$ cat config.mk
export PLATFORM = sky130hd
export DESIGN_NAME = pg_key_domain
export DESIGN_NICKNAME = d
export VERILOG_FILES = /design/src/rtl/pg_access_pkg.sv /design/src/rtl/pg_key_domain.sv
export SDC_FILE = /design/constraint.sdc
export NUM_CORES = 1
export LEC_CHECK = 0
export BUFFER_PORTS_ARGS = -buffer_cell sky130_fd_sc_hd__buf_4
export CELL_PAD_IN_SITES_DETAIL_PLACEMENT = 0
export CELL_PAD_IN_SITES_GLOBAL_PLACEMENT = 1
export CORE_MARGIN = 8
export CORE_UTILIZATION = 24
export DETAILED_ROUTE_END_ITERATION = 16
export PLACE_DENSITY = 0.81
export SYNTH_ARGS = -nofsm -noshare
export SYNTH_HDL_FRONTEND = slang
export SYNTH_SLANG_ARGS = --single-unit
$ cat constraint.sdc
create_clock -name vclk -period 2.5
set_input_delay 0.5 -clock vclk [all_inputs]
set_output_delay 0.5 -clock vclk [all_outputs]
set_load 0.05 [all_outputs]
$ cat src/rtl/pg_access_pkg.sv
package pg_access_pkg;

    typedef enum logic [1:0] {
        ACC_READ  = 2'b00,
        ACC_WRITE = 2'b01,
        ACC_FETCH = 2'b10
    } access_kind_t;

    typedef enum logic [1:0] {
        WALK_DONE  = 2'b00,
        WALK_ABSENT = 2'b01,
        WALK_RSVD  = 2'b10
    } walk_stat_t;

    typedef struct packed {
        logic x;
        logic w;
        logic r;
    } rights_t;

    // error code bit positions
    localparam int ERR_P    = 0;
    localparam int ERR_WR   = 1;
    localparam int ERR_USR  = 2;
    localparam int ERR_RSVD = 3;
    localparam int ERR_ID   = 4;
    localparam int ERR_PK   = 5;

    // leaf entry fields
    localparam int LEAF_ACC   = 5;
    localparam int LEAF_DIRTY = 6;
    localparam int LEAF_KEY_LO = 59;

    function automatic logic access_needs(input rights_t rt, input logic [1:0] kind);
        case (kind)
            ACC_WRITE: access_needs = rt.w;
            ACC_FETCH: access_needs = rt.x;
            default:   access_needs = rt.r;
        endcase
    endfunction

    function automatic logic all_same(input logic [63:0] v, input int lo);
        logic ones, zeros;
        ones  = 1'b1;
        zeros = 1'b1;
        for (int i = 0; i < 64; i++) begin
            if (i >= lo) begin
                ones  = ones & v[i];
                zeros = zeros & ~v[i];
            end
        end
        all_same = ones | zeros;
    endfunction

endpackage

$ cat src/rtl/pg_key_domain.sv
module pg_key_domain
    import pg_access_pkg::*;
#(
    parameter int KEY_W = 4,
    localparam int KEYS  = 1 << KEY_W,
    localparam int REG_W = 2 * KEYS
) (
    input  logic [KEY_W-1:0] key,
    input  logic             long_mode,
    input  logic             page_user,
    input  logic             is_user,
    input  logic             wp,
    input  logic             pke,
    input  logic             pks,
    input  logic [REG_W-1:0] ukey,
    input  logic [REG_W-1:0] skey,
    output rights_t          key_mask
);
    logic [REG_W-1:0] sel;
    logic [1:0]       pair;

    always_comb begin
        if (!long_mode)
            sel = '0;
        else if (page_user)
            sel = pke ? ukey : '0;
        else
            sel = pks ? skey : '0;
        pair = sel[2*key +: 2];
        key_mask.x = 1'b1;
        key_mask.r = !pair[0];
        key_mask.w = !pair[0] && !(pair[1] && (is_user || wp));
    end
endmodule

==> results_dict.tcl <==
set metrics [dict create \
    setup_ws_ns 0.05526 \
    crit_type "in -> out" \
    synthTopCellsByArea "mux4_1 36%, mux4_2 24%, mux2i_1 9.2%, buf_6 3.5%, mux2_2 3.5%" \
    core_um2 2663 \
    rows 19 \
    nets 202 \
    postRouteAntennaNets 0 \
    swShare 0.3346 \
    combPwrFrac 1.000 \
    crit_fanout 6 \
    cp.required_ns 2.00 \
    fin_hold_ws_ns 1.479 \
    dp_slack_ns -0.1216 \
    grt_max_degree 13 \
    fmaxAchievable_mhz 409.0 \
    final_cell_mix "82 x buf_4, 12 x mux4_2, 5 x mux2i_1, 4 x mux4_1" \
    cap_violations 0 \
    seq_area_frac_synth 0 \
    finalCritPeriodShare 0.9779 \
    seq_cell_count 0 \
    dr.pass1.iters 2 \
    slew_violations 0 \
    power_frac_clock 0 \
    cp-end-kind "output port" \
    rsz0062_at_grt "false" \
    nClkBuffers 0 \
    switching_power_mw 0.08038 \
    fin_crit_ns 2.445 \
    grt_first_pass_wirelength_mm 3.808 \
    syn_area_um2 650.6 \
    num_io_pins 77 \
    finalSetupTns_ns 0 \
    diodes 0 \
    grt_use_total 0.1013 \
    finalSetupViolations 0 \
    hold_path_class "in -> out" \
    layout_commonest_cell "buf_4" \
    first_iter_violations 7 \
    synth.distinct_cells 22 \
    layout-drive-gt1-share 0.8571 \
    grt_pass1_vias 905 \
    initial_utilization 0.2444 \
    syn2layout_area_growth_pct 108.8 \
    place_congestion 0.7167 \
    crit_arrival_ns 1.94 \
    p_int_mw 0.1599 \
    avgSynthCellArea_um2 14.14 \
    die_area_um2 4633 \
    syn_inst 46 \
    yosysWarnings 0 \
    startpoint "page_user" \
    holdCritStartpoint "long_mode" \
    chipWidth_um 68.07 \
    irDropWorstVdd_uv 109.2 \
    wire_per_inst_um 16.40 \
    grt.overflow.total 0 \
    powerDensity_nw_per_um2 176.8 \
    routed_wirelength_mm 2.575 \
    regArea_um2 0 \
    die_h_um 68.07 \
    viasPerCell 4.898 \
    hold_viol 0 \
    outcome "finished, final reports clean" \
    total_leakage_power_nw 0.6299 \
    antenna_found_initial 0 \
    synth_largest_area_cell "mux4_1" \
    seq_power_share 0 \
    crit_path_start_kind "primary input" \
    via_count 769 \
    route.detailed.drc 0 \
    dp_hpwl_mm 2.243 \
    n_fill_cell 258 \
    synth_fp_nets 120 \
    yosysTopAreaCellShare 0.3635 \
    cts_hold_buf 0 \
    port_buffers 76 \
]
[critical path, cell delays in order]
cell and delay [ns]:
buf_12 0.10, mux4_2 0.53, mux2i_4 0.19, a2111oi_4 0.10
a41oi_4 0.20, o41a_4 0.19, buf_8 0.14
[metrics by stage]
| stage | cells | util | power (mW) | area, um2 |
|---|---|---|---|---|
| 6_report | 157 | 0.5103 | 0.2403 | 1359 |
| 5_1_grt | 157 | 0.5103 | 0.2567 | 1359 |
| 4_1_cts | 156 | 0.4859 | 0.2282 | 1294 |
| 3_5_place_dp | 155 | 0.4779 | 0.2173 | 1272 |
| 3_3_place_gp | 155 | 0.4779 | 0.2144 | 1272 |
| 2_1_floorplan | 46 | - | 0.1127 | 671.9 |
[final cells by class]
type | count | area [um2] | area share
well taps | 31 | 38.79 | 0.02855
repair buffers | 86 | 686.9 | 0.5055
multi-input cells | 40 | 633.1 | 0.4659
[cells in the mapped netlist]
| master | n |
|---|---|
| mux4_1 | 9 |
| mux4_2 | 7 |
| mux2i_1 | 6 |
| buf_2 | 2 |
| buf_6 | 2 |
| mux2_2 | 2 |
| nand2_1 | 2 |
| o21ai_0 | 2 |
| a2111oi_2 | 1 |
| a41oi_2 | 1 |
| buf_12 | 1 |
| buf_4 | 1 |
| conb_1 | 1 |
| nand3_1 | 1 |
| nor2_1 | 1 |
| nor3_1 | 1 |
| nor3b_1 | 1 |
| o22ai_1 | 1 |
| o31ai_1 | 1 |
| o41a_2 | 1 |
| or2_2 | 1 |
| or2b_1 | 1 |
[power groups by stage]
stage | Sequential (mW) | Combinational, mW | Clock, mW
after floorplan | 0 | 0.113 | 0
after global placement | 0 | 0.214 | 0
after detailed placement | 0 | 0.217 | 0
after CTS | 0 | 0.228 | 0
after global routing | 0 | 0.257 | 0
final | 0 | 0.240 | 0
[final timing paths]
check | end | cells past startpoint
worst max-delay path | key_mask[1] | 7
worst min-delay path | key_mask[1] | 4
[repair_timing]
action,4_1_cts,5_1_grt
setup endpoints to repair,2,2
pin swaps,1,2
setup buffers,1,0
gates resized for setup,9,6
cloned,0,1
[logic make-up after synthesis]
logic type             count (synthesis)  share of synthesized area
AOI/OAI and AO/OA                      7                     0.1039
buffers and inverters                  6                    0.09231
muxes                                 24                     0.7327
other                                  1                   0.005764
and+or+nand+nor                        8                    0.06538
[layer usage]
layer	up-vias	wire length [um]	global-route usage
met2	41	1387	0.1911
met3	0	324	0.04419
met4	0	0	0
met5	-	0	0
li1	370	-	-
met1	358	862	0.1079
(Power assumes the default switching activity.)
